--- config.mk ---
export PLATFORM = sky130hd
export DESIGN_NAME = dsm_pair_decim
export DESIGN_NICKNAME = d
export VERILOG_FILES = /design/src/rtl/dsm_pkg.sv /design/src/rtl/dsm_win_seq.sv /design/src/rtl/dsm_ones_acc.sv /design/src/rtl/dsm_code_fmt.sv /design/src/rtl/dsm_pair_decim.sv
export SDC_FILE = /design/constraint.sdc
export NUM_CORES = 1
export LEC_CHECK = 0
export ABC_AREA = 1
export BUFFER_PORTS_ARGS = -buffer_cell sky130_fd_sc_hd__buf_4
export CAP_MARGIN = 20
export CORE_MARGIN = 2
export CORE_UTILIZATION = 40
export CTS_CLUSTER_SIZE = 16
export DETAILED_ROUTE_END_ITERATION = 10
export SYNTH_ARGS = -nofsm -noshare
export SYNTH_HDL_FRONTEND = slang
export SYNTH_SLANG_ARGS = --single-unit
--- constraint.sdc ---
create_clock -name clk -period 6.6 [get_ports clk]
set_input_delay 0 -clock clk [delete_from_list [all_inputs] [get_ports clk]]
set_output_delay 0 -clock clk [all_outputs]
set_load 0.01 [all_outputs]
--- src/rtl/dsm_pkg.sv ---
package dsm_pkg;
  localparam int CODE_W   = 16;
  localparam int CODE_MID = 32768;
  localparam int CODE_TOP = 65535;

  typedef logic [CODE_W-1:0] code_t;
  typedef enum logic {SEQ_IDLE, SEQ_RUN} seq_state_e;

  // unclamped value: mid-scale + scaled difference - calibration
  function automatic int signed raw_value(input int signed diff,
                                          input int          shamt,
                                          input int signed   cal);
    return CODE_MID + (diff <<< shamt) - cal;
  endfunction

  function automatic code_t saturate(input int signed v);
    if (v < 0)             return '0;
    else if (v > CODE_TOP) return '1;
    else                   return code_t'(v);
  endfunction
endpackage

--- src/rtl/dsm_win_seq.sv ---
module dsm_win_seq
  import dsm_pkg::*;
#(
  parameter int WIN_LOG2 = 8
) (
  input  logic clk,
  input  logic rst_n,
  input  logic start_i,
  output logic accept_o,
  output logic sample_o,
  output logic last_o
);
  localparam logic [WIN_LOG2-1:0] IDX_LAST = '1;

  seq_state_e          state_q;
  logic [WIN_LOG2-1:0] idx_q;

  assign accept_o = (state_q == SEQ_IDLE) && start_i;
  assign sample_o = (state_q == SEQ_RUN);
  assign last_o   = sample_o && (idx_q == IDX_LAST);

  always_ff @(posedge clk) begin
    if (!rst_n) begin
      state_q <= SEQ_IDLE;
      idx_q   <= '0;
    end else if (accept_o) begin
      state_q <= SEQ_RUN;
      idx_q   <= '0;
    end else if (sample_o) begin
      idx_q <= idx_q + 1'b1;
      if (last_o) state_q <= SEQ_IDLE;
    end
  end

  AST_LAST_ENDS_RUN: assert property (@(posedge clk) disable iff (!rst_n)
    last_o |=> !sample_o);
  AST_ACCEPT_STARTS: assert property (@(posedge clk) disable iff (!rst_n)
    accept_o |=> (sample_o && idx_q == '0));
  AST_BUSY_IGNORES_START: assert property (@(posedge clk) disable iff (!rst_n)
    (sample_o && !last_o) |=> (sample_o && idx_q == $past(idx_q) + 1'b1));
endmodule

--- src/rtl/dsm_ones_acc.sv ---
module dsm_ones_acc #(
  parameter int CNT_W   = 9,
  parameter int MAX_CNT = 256
) (
  input  logic             clk,
  input  logic             rst_n,
  input  logic             clear_i,
  input  logic             sample_i,
  input  logic             bit_i,
  output logic [CNT_W-1:0] count_o,
  output logic [CNT_W-1:0] count_next_o
);
  assign count_next_o = count_o + CNT_W'(sample_i && bit_i);

  always_ff @(posedge clk) begin
    if (!rst_n || clear_i) count_o <= '0;
    else if (sample_i)     count_o <= count_next_o;
  end

  AST_ACC_BOUND: assert property (@(posedge clk) disable iff (!rst_n)
    count_o <= CNT_W'(MAX_CNT));
  AST_ACC_CLEARED: assert property (@(posedge clk) disable iff (!rst_n)
    clear_i |=> (count_o == '0));
  AST_ACC_FROZEN: assert property (@(posedge clk) disable iff (!rst_n)
    (!sample_i && !clear_i) |=> $stable(count_o));
endmodule

--- src/rtl/dsm_code_fmt.sv ---
module dsm_code_fmt
  import dsm_pkg::*;
#(
  parameter int WIN_LOG2 = 8,
  parameter int CNT_W    = 9
) (
  input  logic             clk,
  input  logic             rst_n,
  input  logic             capture_i,
  input  logic [15:0]      cal_i,
  input  logic             load_i,
  input  logic [CNT_W-1:0] cnt_pos_i,
  input  logic [CNT_W-1:0] cnt_neg_i,
  output logic [15:0]      cal_held_o,
  output code_t            code_o,
  output logic             done_o
);
  localparam int SHAMT = 15 - WIN_LOG2;

  int signed diff_s;
  int signed value_s;

  always_comb begin
    diff_s  = int'(cnt_pos_i) - int'(cnt_neg_i);
    value_s = raw_value(diff_s, SHAMT, int'($signed(cal_held_o)));
  end

  always_ff @(posedge clk) begin
    if (!rst_n)         cal_held_o <= '0;
    else if (capture_i) cal_held_o <= cal_i;
  end

  always_ff @(posedge clk) begin
    if (!rst_n) begin
      code_o <= '0;
      done_o <= 1'b0;
    end else begin
      done_o <= load_i;
      if (load_i) code_o <= saturate(value_s);
    end
  end

  AST_DONE_PULSE: assert property (@(posedge clk) disable iff (!rst_n)
    done_o |=> !done_o);
  AST_CAL_HELD: assert property (@(posedge clk) disable iff (!rst_n)
    !capture_i |=> $stable(cal_held_o));
endmodule

--- src/rtl/dsm_pair_decim.sv ---
module dsm_pair_decim
  import dsm_pkg::*;
#(
  parameter int WIN_LOG2 = 8
) (
  input  logic        clk,
  input  logic        rst_n,
  input  logic        start_i,
  input  logic [15:0] cal_i,
  input  logic        bit_pos_i,
  input  logic        bit_neg_i,
  output logic [15:0] code_o,
  output logic        done_o
);
  localparam int WIN_LEN = 1 << WIN_LOG2;
  localparam int CNT_W   = WIN_LOG2 + 1;
  localparam int N_CH    = 2;

  logic             accept_w;
  logic             sample_w;
  logic             last_w;
  logic [N_CH-1:0]  bit_w;
  logic [CNT_W-1:0] cnt_q   [N_CH];
  logic [CNT_W-1:0] cnt_nxt [N_CH];
  logic [15:0]      cal_held_w;

  assign bit_w = {bit_neg_i, bit_pos_i};

  dsm_win_seq #(.WIN_LOG2(WIN_LOG2)) u_seq (
    .clk      (clk),
    .rst_n    (rst_n),
    .start_i  (start_i),
    .accept_o (accept_w),
    .sample_o (sample_w),
    .last_o   (last_w)
  );

  for (genvar c = 0; c < N_CH; c++) begin : g_ch
    dsm_ones_acc #(.CNT_W(CNT_W), .MAX_CNT(WIN_LEN)) u_acc (
      .clk          (clk),
      .rst_n        (rst_n),
      .clear_i      (accept_w),
      .sample_i     (sample_w),
      .bit_i        (bit_w[c]),
      .count_o      (cnt_q[c]),
      .count_next_o (cnt_nxt[c])
    );
  end

  dsm_code_fmt #(.WIN_LOG2(WIN_LOG2), .CNT_W(CNT_W)) u_fmt (
    .clk        (clk),
    .rst_n      (rst_n),
    .capture_i  (accept_w),
    .cal_i      (cal_i),
    .load_i     (last_w),
    .cnt_pos_i  (cnt_nxt[0]),
    .cnt_neg_i  (cnt_nxt[1]),
    .cal_held_o (cal_held_w),
    .code_o     (code_o),
    .done_o     (done_o)
  );

  // cross-check of the finished counts against the delivered code
  int signed chk_rel;
  always_comb
    chk_rel = ((int'(cnt_q[0]) - int'(cnt_q[1])) * (1 << (15 - WIN_LOG2)))
              - int'($signed(cal_held_w));

  AST_DONE_AFTER_RUN: assert property (@(posedge clk) disable iff (!rst_n)
    done_o |-> $past(sample_w));
  AST_CODE_STABLE: assert property (@(posedge clk) disable iff (!rst_n)
    !done_o |-> $stable(code_o));
  AST_SIGN_BIT: assert property (@(posedge clk) disable iff (!rst_n)
    done_o |-> (code_o[15] == (chk_rel >= 0)));
  AST_CLAMP_HIGH: assert property (@(posedge clk) disable iff (!rst_n)
    (done_o && chk_rel >= 32768) |-> (code_o == 16'hFFFF));
  AST_CLAMP_LOW: assert property (@(posedge clk) disable iff (!rst_n)
    (done_o && chk_rel < -32768) |-> (code_o == 16'h0000));
endmodule

==> results.json, run 1 <==
{
  "hold_buffers": 17,
  "post_cts.repair.setup_buffers": 0,
  "tritoncts": "done",
  "insertedDiodeCount": 0,
  "rows": 36,
  "fin_setup_tns_ps": 0,
  "timing.final.max_slew_violations": 0,
  "path_common_cell": "sky130_fd_sc_hd__nand2_1",
  "grt_max_degree": 33,
  "worst_skew_pair.late_latency_ps": 350,
  "cts_root_buffer": "sky130_fd_sc_hd__clkbuf_8",
  "timing.reg2reg.setup_slack_ps": 1310,
  "critical_path.max_fanout": 23,
  "cellInternalPower_uw": 857,
  "antenna_found_initial": 0,
  "power_per_cell_area_nw_per_um2": 296,
  "setup-violations-final": 0,
  "comb_power_share_pct": 42.2,
  "drive_above_1_share_pct": 13.0,
  "fmax_mhz": 189,
  "drt-initial-drc-count": 137,
  "post_route_drc_violation_count": 0,
  "layoutNonFillerInstCount": 763,
  "fin_skew_ps": 17.2,
  "yosys.cell_types.count": 34,
  "layout.filler_cells": 1045,
  "holdCritPathClass": "primary input to flip-flop",
  "fp.dieArea_um2": 10600,
  "cts_inserted_buffers": 9,
  "wp_data_arrival_ps": 5520,
  "crit_type": "flip-flop to flip-flop",
  "core_region_area_um2": 9640,
  "netSwitchingPower_uw": 538,
  "global_route.overflow_total": 0,
  "unrepaired_setup_endpoints_after_global_routing": "no",
  "vias": 3552,
  "final_area_um2": 4720,
  "postSynthCellCount": 573,
  "groute.usage.overall_pct": 17.1,
  "post_synthesis_mean_instance_area_um2": 6.85,
  "detailed_place.area_um2": 4300,
  "max_slew.worst_pin.slew_ps": 801,
  "syn-cell-area_um2": 3930,
  "floorplan.die.height_um": 103,
  "first_pass_iters": 4,
  "final_period_minus_worst_setup_slack_ps": 5290,
  "numPortBuffers": 37,
  "synth.net_count": 632,
  "largest_delay_share_family_worst_path": "simple AND/OR/NAND/NOR gates",
  "gp_congestion": 0.918,
  "type_of_destination_of_the_critical_path": "flip-flop",
  "clk_path_buf_depth": 2,
  "max_slew_margin_pct": 46.6,
  "drtAntennaViolNets": 0,
  "routed_via_density": 4.66,
  "ys.warnings.count": 0,
  "fin_worst_hold_slack_ps": 36.1,
  "avgRoutedWirePerCell_um": 11.1,
  "utilization_after_layout_pct": 48.9,
  "initial_core_utilization_pct": 40.7,
  "ys_seq_area_share_pct": 30.6,
  "hold_violations": 0,
  "placedCellCount": 730,
  "power.share.switching_pct": 38.6,
  "ir_worst_vdd_v": 0.000163,
  "pin_count": 38,
  "grt_first_pass_wirelength_um": 14500,
  "critPathRequiredTime_ps": 6830,
  "leakage_nw": 2.36,
  "cpMaxStageDelayCell": "sky130_fd_sc_hd__dfxtp_1",
  "cts_max_level": 3,
  "clk_pin_slew_worst_paths_ps": 80,
  "cts_resized": 0,
  "first_global_vias": 3268,
  "critical-path-max-stage-delay_ps": 810,
  "max_cap_check_violation_count": 0,
  "route.final.wire_length_um": 8470,
  "clkPwrFrac_pct": 30.2,
  "area_growth_pct": 20.1,
  "cp_num_buf_inv": 3,
  "synth.ff_latch_count": 60,
  "die_span_in_x_um": 103,
  "period_share_pct": 80.1,
  "status": "completed",
  "clock_sink_count": 60,
  "hpwl_um": 6490,
  "p_seq_share_pct": 27.6,
  "worstSetupStartpointType": "flip-flop",
  "design.final.nets": 684
}
-- per-layer routing --
layer / up-vias / track usage (%) / routed length, um
met5: - / 0 / 0
li1: 1907 / - / -
met2: 48 / 26.9 / 3750
met3: 7 / 3.25 / 286
met1: 1590 / 23.6 / 4370
met4: 0 / 5.57 / 57
-- cells in the mapped netlist --
master	number	area, um^2
sky130_fd_sc_hd__nor2_1	28	105
sky130_fd_sc_hd__dfxtp_1	60	1200
sky130_fd_sc_hd__o211ai_1	1	7.51
sky130_fd_sc_hd__nand3_2	1	10.0
sky130_fd_sc_hd__nand4_1	2	12.5
sky130_fd_sc_hd__clkinv_1	1	3.75
sky130_fd_sc_hd__xnor2_1	9	78.8
sky130_fd_sc_hd__a21oi_2	1	8.76
sky130_fd_sc_hd__o21ai_0	35	175
sky130_fd_sc_hd__xor2_1	22	193
sky130_fd_sc_hd__nand2_1	142	533
sky130_fd_sc_hd__nor3_2	2	20.0
sky130_fd_sc_hd__nand2_2	13	81.3
sky130_fd_sc_hd__nor4_1	2	12.5
sky130_fd_sc_hd__nor2_2	7	43.8
sky130_fd_sc_hd__o21bai_4	1	18.8
sky130_fd_sc_hd__and2_1	2	12.5
sky130_fd_sc_hd__or2_2	1	6.26
sky130_fd_sc_hd__ha_1	37	463
sky130_fd_sc_hd__a31oi_1	1	6.26
sky130_fd_sc_hd__o31ai_1	1	7.51
sky130_fd_sc_hd__nor3_1	2	10.0
sky130_fd_sc_hd__fa_1	1	20.0
sky130_fd_sc_hd__buf_6	1	11.3
sky130_fd_sc_hd__buf_12	1	20.0
sky130_fd_sc_hd__o21a_1	1	7.51
sky130_fd_sc_hd__a21oi_1	51	255
sky130_fd_sc_hd__clkbuf_1	9	33.8
sky130_fd_sc_hd__inv_2	3	11.3
sky130_fd_sc_hd__o21bai_1	2	15.0
sky130_fd_sc_hd__inv_1	101	379
sky130_fd_sc_hd__nand3_1	29	145
sky130_fd_sc_hd__buf_2	2	10.0
sky130_fd_sc_hd__o311ai_0	1	8.76
-- flip-flops by register name, summed over array words and instances, names as in the netlist --
name                cells
u_seq.idx_q             8
g_ch.u_acc.count_o     18
u_fmt.done_o            1
u_fmt.code_o           16
u_seq.sample_o          1
u_fmt.cal_held_o       16
-- cells by family after synthesis --
family | Yosys count | share of synthesized area (%)
simple gates | 231 | 25.3
compound gates | 95 | 13.0
xor+xnor | 31 | 6.91
fa+ha+maj | 38 | 12.3
flops | 60 | 30.6
buf+inv | 118 | 11.9
-- worst reg2reg max path, delay by kind of cell (launching register included) --
family | cells | cell delay, ps
adder cells (fa/ha/maj) | 5 | 1350
XOR/XNOR | 2 | 330
buffers and inverters | 3 | 200
flip-flops | 1 | 810
AND/OR/NAND/NOR | 15 | 1390
AO/OA/AOI/OAI | 5 | 1090
-- per-stage QoR --
| stage | setup slack, ps | total power, mW |
|---|---|---|
| after floorplan | 1950 | 0.882 |
| after global placement | 1540 | 0.967 |
| after detailed placement | 1380 | 0.970 |
| after CTS | 1340 | 1.40 |
| after global routing | 716 | 1.51 |
| final | 1310 | 1.39 |
-- layout by cell type, fill, tap and decap left out, types with 2 or more instances in the layout --
master	instances
sky130_fd_sc_hd__nand2_1	142
sky130_fd_sc_hd__inv_1	101
sky130_fd_sc_hd__dfxtp_1	60
sky130_fd_sc_hd__a21oi_1	51
sky130_fd_sc_hd__ha_1	37
sky130_fd_sc_hd__buf_4	37
sky130_fd_sc_hd__o21ai_0	35
sky130_fd_sc_hd__nand3_1	29
sky130_fd_sc_hd__nor2_1	28
sky130_fd_sc_hd__xor2_1	22
sky130_fd_sc_hd__dlygate4sd3_1	17
sky130_fd_sc_hd__nand2_2	13
sky130_fd_sc_hd__clkbuf_8	10
sky130_fd_sc_hd__xnor2_1	9
sky130_fd_sc_hd__nor2_2	7
sky130_fd_sc_hd__inv_2	3
sky130_fd_sc_hd__bufinv_16	3
sky130_fd_sc_hd__nor4_1	2
sky130_fd_sc_hd__and2_1	2
sky130_fd_sc_hd__nand4_1	2
sky130_fd_sc_hd__o21bai_1	2
sky130_fd_sc_hd__nor3_2	2
sky130_fd_sc_hd__nor3_1	2
-- cell type report --
class / count / area (um^2) / share of cell area, %
Inverter: 105 / 394 / 8.36
Timing Repair Buffer: 54 / 448 / 9.50
Clock buffer: 10 / 138 / 2.92
Tap cell: 133 / 166 / 3.53
Sequential cell: 60 / 1200 / 25.5
Clock inverter: 6 / 111 / 2.36
Multi-Input combinational cell: 395 / 2260 / 47.9
-- power groups by stage --
stage               Clock [mW]  Sequential [mW]  Combinational, mW
global placement             0            0.393              0.574
CTS                      0.430            0.385              0.588
global route             0.447            0.387              0.674
floorplan                    0            0.389              0.493
detailed placement           0            0.393              0.577
finish                   0.421            0.385              0.588
-- worst paths after layout --
kind / depth (start not counted) / endpoint / startpoint
setup reg to reg: 30 / u_fmt.code_o[13] / u_seq.sample_o
setup / recovery: 30 / u_fmt.code_o[13] / u_seq.sample_o
hold reg to reg: 2 / u_fmt.code_o[13] / u_fmt.code_o[13]
hold / removal: 3 / u_fmt.cal_held_o[1] / rst_n
Power figures use the tool's default switching activity.
==> inputs of run 2 (changes only) <==
--- a/config.mk
+++ b/config.mk
@@ -5,7 +5,7 @@
 export SDC_FILE = /design/constraint.sdc
 export NUM_CORES = 1
 export LEC_CHECK = 0
-export ABC_AREA = 1
+export ABC_AREA = 0
 export BUFFER_PORTS_ARGS = -buffer_cell sky130_fd_sc_hd__buf_4
 export CAP_MARGIN = 20
 export CORE_MARGIN = 2
==> constraint.sdc (replaced) <==
create_clock -name clk -period 4.4 [get_ports clk]
set_input_delay 0 -clock clk [delete_from_list [all_inputs] [get_ports clk]]
set_output_delay 0 -clock clk [all_outputs]
set_load 0.01 [all_outputs]
==> run 2 against run 1 <==
Compared with the run above:
- maximum frequency grew 24%
- combinational power is 40% lower
- cell count down 22%
- die area is 7.7% lower
- via count fell by 15%
- critical path type unchanged
==> results.json, run 2 <==
{
  "status": "completed",
  "worst_skew_pair.late_latency_ps": 340,
  "area_growth_pct": 30.0,
  "ys_top_cells_by_count": "70 x sky130_fd_sc_hd__nand2_1, 60 x sky130_fd_sc_hd__dfxtp_1, 37 x sky130_fd_sc_hd__ha_1",
  "worstSetupStartpointType": "flip-flop",
  "routed_via_density": 5.05,
  "antenna_found_initial": 0,
  "clock_sink_count": 60,
  "tritoncts": "done",
  "syn-cell-area_um2": 3610,
  "floorplan.die.height_um": 99.0,
  "path_cells": "and2_4 > ha_4 > ha_4 > inv_1 > ha_1 > a21oi_2 > o21ai_2 > a21oi_2 > o21bai_2 > xor2_1 > ha_1 > ha_4 > a21o_1 > a211oi_4 > nor3_4 > o31ai_1 > a21oi_1 > o311ai_4 > clkbuf_16 > nand2_1",
  "holdCritPathClass": "primary input to flip-flop",
  "ys_async_sr_fraction_pct": 0,
  "ys_seq_area_share_pct": 33.2,
  "ff2ff_path_depth": 20,
  "worst-path-stages": 20,
  "fin_skew_ps": 7.86,
  "post_route_drc_violation_count": 0,
  "fmax_mhz": 235,
  "grt_max_degree": 28,
  "cts_max_level": 3,
  "power_per_cell_area_nw_per_um2": 296,
  "place_worst_setup_slack_ps": 26.4,
  "wp_data_arrival_ps": 4490,
  "path_common_cell": "sky130_fd_sc_hd__ha_4",
  "route.final.wire_length_um": 7960,
  "pin_count": 38,
  "cts_root_buffer": "sky130_fd_sc_hd__clkbuf_8",
  "avgRoutedWirePerCell_um": 13.3,
  "type_of_destination_of_the_critical_path": "flip-flop",
  "hold_violations": 0,
  "clk_pin_slew_worst_paths_ps": 70,
  "worst_r2r_endpoint": "u_fmt.code_o[0]",
  "timing.final.max_slew_violations": 0,
  "gp_congestion": 0.855,
  "placedCellCount": 557,
  "layoutNonFillerInstCount": 597,
  "hpwl_um": 5390,
  "setup_ws_ps": 137,
  "leakage_nw": 2.01,
  "cts_inserted_buffers": 9,
  "crit-reg2reg-launch": "u_seq.sample_o",
  "die_span_in_x_um": 99.0,
  "design.final.nets": 543,
  "yosys.cell_types.count": 44,
  "max_slew_margin_pct": 40.5,
  "global_route.overflow_total": 0,
  "synth_enable_flop_cells": 0,
  "synth.ff_latch_count": 60,
  "post_synthesis_mean_instance_area_um2": 8.50,
  "drtAntennaViolNets": 0,
  "top_register": "g_ch.u_acc.count_o",
  "fin_worst_hold_slack_ps": 32.2,
  "drive_above_1_share_pct": 22.7,
  "rows": 34,
  "largest_register_ffs": 18,
  "final_period_minus_worst_setup_slack_ps": 4260,
  "fp.dieArea_um2": 9810,
  "synthTopCellsByArea": "sky130_fd_sc_hd__dfxtp_1 33%, sky130_fd_sc_hd__ha_1 13%, sky130_fd_sc_hd__nand2_1 7.3%",
  "register_area_um2": 1200,
  "critical-path-max-stage-delay_ps": 370,
  "cp_num_buf_inv": 2,
  "post-layout-total-power_mw": 1.39,
  "synthDominantAreaCellType": "sky130_fd_sc_hd__dfxtp_1",
  "layout_top_registers": "g_ch.u_acc.count_o: 18 flops, u_fmt.cal_held_o: 16 flops, u_fmt.code_o: 16 flops",
  "crit_path_end": "u_fmt.code_o[0]",
  "drt-initial-drc-count": 82,
  "ir_worst_vdd_v": 0.000156,
  "synthMostInstantiatedCell": "sky130_fd_sc_hd__nand2_1",
  "insertedDiodeCount": 0,
  "timing.reg2reg.setup_slack_ps": 140,
  "numPortBuffers": 37,
  "max_slew.worst_pin.slew_ps": 890,
  "largest_delay_share_family_worst_path": "compound AO/OA/AOI/OAI gates",
  "critical_path.max_fanout": 8,
  "ys.warnings.count": 0,
  "period_share_pct": 96.9,
  "cp-startpoint": "u_seq.sample_o",
  "groute.usage.overall_pct": 16.4,
  "synth_largest_type_area_fraction_pct": 33.2,
  "synth.net_count": 484,
  "grt_first_pass_wirelength_um": 13000,
  "first_pass_iters": 5,
  "synth_flop_cell": "sky130_fd_sc_hd__dfxtp_1",
  "clk_path_buf_depth": 2,
  "layout_commonest_cell": "sky130_fd_sc_hd__nand2_1",
  "first_global_vias": 2843,
  "vias": 3014,
  "initial_core_utilization_pct": 41.4,
  "postSynthCellCount": 425,
  "critPathRequiredTime_ps": 4630,
  "max_cap_check_violation_count": 0,
  "core_region_area_um2": 8720,
  "unrepaired_setup_endpoints_after_global_routing": "yes",
  "cpMaxStageDelayCell": "sky130_fd_sc_hd__o311ai_4",
  "setup-violations-final": 0,
  "most-common-layout-cells": "70 x sky130_fd_sc_hd__nand2_1, 59 x sky130_fd_sc_hd__dfxtp_1, 47 x sky130_fd_sc_hd__buf_4",
  "multi_input_gate_area_in_the_final_layout_um2": 2510,
  "crit_type": "flip-flop to flip-flop",
  "layout.filler_cells": 821
}
[run 2: report_power, final]
| part | total, mW | leakage, nW | switching, mW | internal, mW |
|---|---|---|---|---|
| Combinational | 0.350 | 1.43 | 0.183 | 0.167 |
| Sequential | 0.562 | 0.486 | 0.00865 | 0.553 |
| Clock | 0.479 | 0.0931 | 0.220 | 0.259 |
[run 2: what timing repair did]
item                                   4_1_cts  5_1_grt
hold buffers                                17        0
endpoints found under the hold margin       17        0
setup endpoints to repair                    2       16
gates resized for setup                      3       42
pin swaps                                    1       33
buffers inserted                             0        6
cloned                                       0        1
[run 2: area by class of cell]
type	count	share of cell area, %
inverters	26	2.08
flip-flops and latches	60	25.6
well taps	108	2.88
clock inverters	5	1.12
multi-input cells	321	53.4
repair buffers	66	12.1
clock buffers	11	2.80
[run 2: cells by family (layout without fill, tap and decap cells)]
family / count (synthesis) / in the layout / share of synthesized area [%]
flops: 60 / 60 / 33.2
mux: 5 / 5 / 1.39
xor+xnor: 54 / 54 / 13.1
simple gates: 150 / 150 / 19.3
fa+ha+maj: 38 / 38 / 13.4
compound gates: 74 / 74 / 14.8
buf+inv: 44 / 108 / 4.85
[run 2: how the worst min path moves through the flow]
stage | depth (start not counted) | end | startpoint
2_1_floorplan | 1 | u_seq.sample_o | start_i
3_3_place_gp | 3 | u_fmt.cal_held_o[14] | cal_i[14]
3_5_place_dp | 3 | u_fmt.cal_held_o[1] | cal_i[1]
4_1_cts | 2 | u_fmt.cal_held_o[5] | rst_n
5_1_grt | 2 | u_fmt.cal_held_o[8] | rst_n
6_report | 2 | u_fmt.cal_held_o[6] | rst_n
[run 2: per-stage QoR]
step / setup TNS [ps] / util, % / area, um^2
2_1_floorplan: 0 / - / 3670
3_3_place_gp: 0 / 46.5 / 4050
3_5_place_dp: 0 / 46.5 / 4050
4_1_cts: 0 / 50.8 / 4430
5_1_grt: -1680 / 53.9 / 4700
6_report: 0 / 53.9 / 4700
[run 2: metal layers]
layer,GRT usage (%),share of wire [%],up-vias
met5,0,0,-
met4,6.43,2.1,0
met3,3.83,3.2,13
met2,25.7,46,45
met1,22.0,49,1404
li1,-,-,1552
==> inputs of run 3 (changes only) <==
--- a/config.mk
+++ b/config.mk
@@ -12,6 +12,7 @@
 export CORE_UTILIZATION = 40
 export CTS_CLUSTER_SIZE = 16
 export DETAILED_ROUTE_END_ITERATION = 10
+export SLEW_MARGIN = 20
 export SYNTH_ARGS = -nofsm -noshare
 export SYNTH_HDL_FRONTEND = slang
 export SYNTH_SLANG_ARGS = --single-unit
==> constraint.sdc (replaced) <==
create_clock -name clk -period 5.2 [get_ports clk]
set_input_delay 0 -clock clk [delete_from_list [all_inputs] [get_ports clk]]
set_output_delay 0 -clock clk [all_outputs]
set_load 0.01 [all_outputs]
==> run 3 against run 2 <==
Compared with the run above:
- sequential share of layout area up 2.3 points
- total power shrank 23%
- first-iteration DRC count grew 16%
- maximum frequency is 10% lower
- critical endpoint is now u_fmt.code_o[5]
- highest routed layer unchanged
==> results.json, run 3 (synthesized netlist as in run 2, its figures left out) <==
{
  "numPortBuffers": 37,
  "layout_top_registers": "g_ch.u_acc.count_o: 18 flops, u_fmt.cal_held_o: 16 flops, u_fmt.code_o: 16 flops",
  "global_route.overflow_total": 0,
  "top_register": "g_ch.u_acc.count_o",
  "period_share_pct": 91.5,
  "design.final.nets": 535,
  "fin_worst_hold_slack_ps": 32.3,
  "first_pass_iters": 4,
  "status": "completed",
  "route.final.wire_length_um": 7360,
  "tritoncts": "done",
  "setup-violations-final": 0,
  "cp_num_buf_inv": 1,
  "crit_type": "flip-flop to flip-flop",
  "critPathRequiredTime_ps": 5390,
  "utilization_after_layout_pct": 49.4,
  "die_span_in_x_um": 99.0,
  "timing.final.max_slew_violations": 0,
  "fin_skew_ps": 8.43,
  "antenna_found_initial": 0,
  "globalRoute.busiestLayer": "met2",
  "fin_setup_tns_ps": 0,
  "layout_commonest_cell": "sky130_fd_sc_hd__nand2_1",
  "globalRouteMet2Util_pct": 25.3,
  "grt_first_pass_wirelength_um": 12700,
  "hold_violations": 0,
  "ir_worst_vdd_v": 0.000125,
  "post_cts.repair.setup_buffers": 0,
  "final_period_minus_worst_setup_slack_ps": 4760,
  "drtAntennaViolNets": 0,
  "grt_met3_use_pct": 3.33,
  "largest_delay_share_family_worst_path": "compound AO/OA/AOI/OAI gates",
  "hpwl_um": 5330,
  "rows": 34,
  "drt-initial-drc-count": 95,
  "critical_path.max_fanout": 16,
  "vias": 2903,
  "path_cells": "and2_1 > ha_1 > ha_1 > xor2_1 > ha_1 > inv_1 > o21ai_0 > a21oi_1 > o21bai_1 > a31oi_1 > o21a_1 > ha_1 > ha_1 > nand2_1 > o21ai_0 > nor3_1 > o32a_1 > o311ai_4 > nand2_1",
  "cts_inserted_buffers": 9,
  "cts_root_buffer": "sky130_fd_sc_hd__clkbuf_8",
  "path_common_cell": "sky130_fd_sc_hd__ha_1",
  "grt_max_degree": 27,
  "first_global_vias": 2769,
  "cpMaxStageDelayCell": "sky130_fd_sc_hd__o311ai_4",
  "clk_pin_slew_worst_paths_ps": 70,
  "fp.dieArea_um2": 9810,
  "clk_path_buf_depth": 2,
  "clock_sink_count": 60,
  "area_growth_pct": 19.1,
  "max_slew_margin_pct": 40.5,
  "floorplan.die.height_um": 99.0,
  "wp_data_arrival_ps": 4950,
  "worstSetupStartpointType": "flip-flop",
  "avgRoutedWirePerCell_um": 12.5,
  "type_of_destination_of_the_critical_path": "flip-flop",
  "groute.usage.overall_pct": 16.2,
  "fmax_mhz": 210,
  "post_route_drc_violation_count": 0,
  "pin_count": 38,
  "global_route.usage.met1_pct": 21.8,
  "leakage_nw": 1.94,
  "holdCritPathClass": "primary input to flip-flop",
  "largest_register_ffs": 18,
  "most-common-layout-cells": "70 x sky130_fd_sc_hd__nand2_1, 60 x sky130_fd_sc_hd__dfxtp_1, 41 x sky130_fd_sc_hd__buf_4",
  "worst_skew_pair.late_latency_ps": 340,
  "drive_above_1_share_pct": 12.7,
  "max_slew.worst_pin.slew_ps": 890,
  "routed_via_density": 4.94,
  "cts_max_level": 3,
  "critical-path-max-stage-delay_ps": 640,
  "power_per_cell_area_nw_per_um2": 250,
  "insertedDiodeCount": 0,
  "initial_core_utilization_pct": 41.4,
  "cts_resized": 0,
  "unrepaired_setup_endpoints_after_global_routing": "no",
  "max_cap_check_violation_count": 0,
  "gp_congestion": 0.824,
  "core_region_area_um2": 8720
}
-- run 3: cell count changes in the layout (fill, tap and decap cells not counted), sizes merged --
cell and change:
clkinvlp -1, bufinv -1, buf -7
-- run 3: worst paths after layout --
| path | start | to | slack, ps | depth (start not counted) |
|---|---|---|---|---|
| hold reg to reg | u_fmt.cal_held_o[10] | u_fmt.cal_held_o[10] | 470 | 2 |
| setup reg to reg | u_seq.sample_o | u_fmt.code_o[5] | 440 | 19 |
| hold / removal | rst_n | u_fmt.cal_held_o[6] | 30 | 2 |
| setup / recovery | u_seq.sample_o | u_fmt.code_o[5] | 440 | 19 |
-- run 3: layout make-up --
type,count,area (um^2)
flip-flops and latches,60,1200
well taps,108,135
multi-input cells,321,2240
clock inverters,3,15.0
fillers,851,4420
clock buffers,12,135
inverters,26,97.6
repair buffers,58,478
-- run 3: per-layer routing --
metal  share of wire, %  vias to the layer above
li1                   -                     1540
met1                 50                     1317
met2                 45                       36
met3                3.1                       10
met4                1.8                        0
met5                  0                        -
-- run 3: repair_timing --
item                                    4_1_cts  5_1_grt
endpoints found under the hold margin        17        0
hold buffers                                 17        0
endpoints found under the setup margin        0        3
-- run 3: power by group --
part / total [mW] / internal (mW) / switching [mW]
combinational: 0.257 / 0.119 / 0.138
clock: 0.342 / 0.168 / 0.174
sequential: 0.476 / 0.468 / 0.00764
-- run 3: per-stage QoR --
step / setup WS (ps) / total power, mW / cell area (um^2) / std cells
after floorplan: 403 / 0.677 / 3610 / 425
final: 443 / 1.07 / 4310 / 588
after global placement: 556 / 0.731 / 3990 / 556
after CTS: 386 / 1.09 / 4310 / 588
after detailed placement: 400 / 0.734 / 3990 / 556
after global routing: 15.2 / 1.14 / 4310 / 588
-- run 3: worst register-to-register path: stages (launching register included) --
cell	delay [ps]
sky130_fd_sc_hd__dfxtp_1	350
sky130_fd_sc_hd__and2_1	170
sky130_fd_sc_hd__ha_1	180
sky130_fd_sc_hd__ha_1	210
sky130_fd_sc_hd__xor2_1	160
sky130_fd_sc_hd__ha_1	310
sky130_fd_sc_hd__inv_1	50
sky130_fd_sc_hd__o21ai_0	280
sky130_fd_sc_hd__a21oi_1	130
sky130_fd_sc_hd__o21bai_1	220
sky130_fd_sc_hd__a31oi_1	170
sky130_fd_sc_hd__o21a_1	220
sky130_fd_sc_hd__ha_1	310
sky130_fd_sc_hd__ha_1	360
sky130_fd_sc_hd__nand2_1	60
sky130_fd_sc_hd__o21ai_0	370
sky130_fd_sc_hd__nor3_1	90
sky130_fd_sc_hd__o32a_1	220
sky130_fd_sc_hd__o311ai_4	640
sky130_fd_sc_hd__nand2_1	110
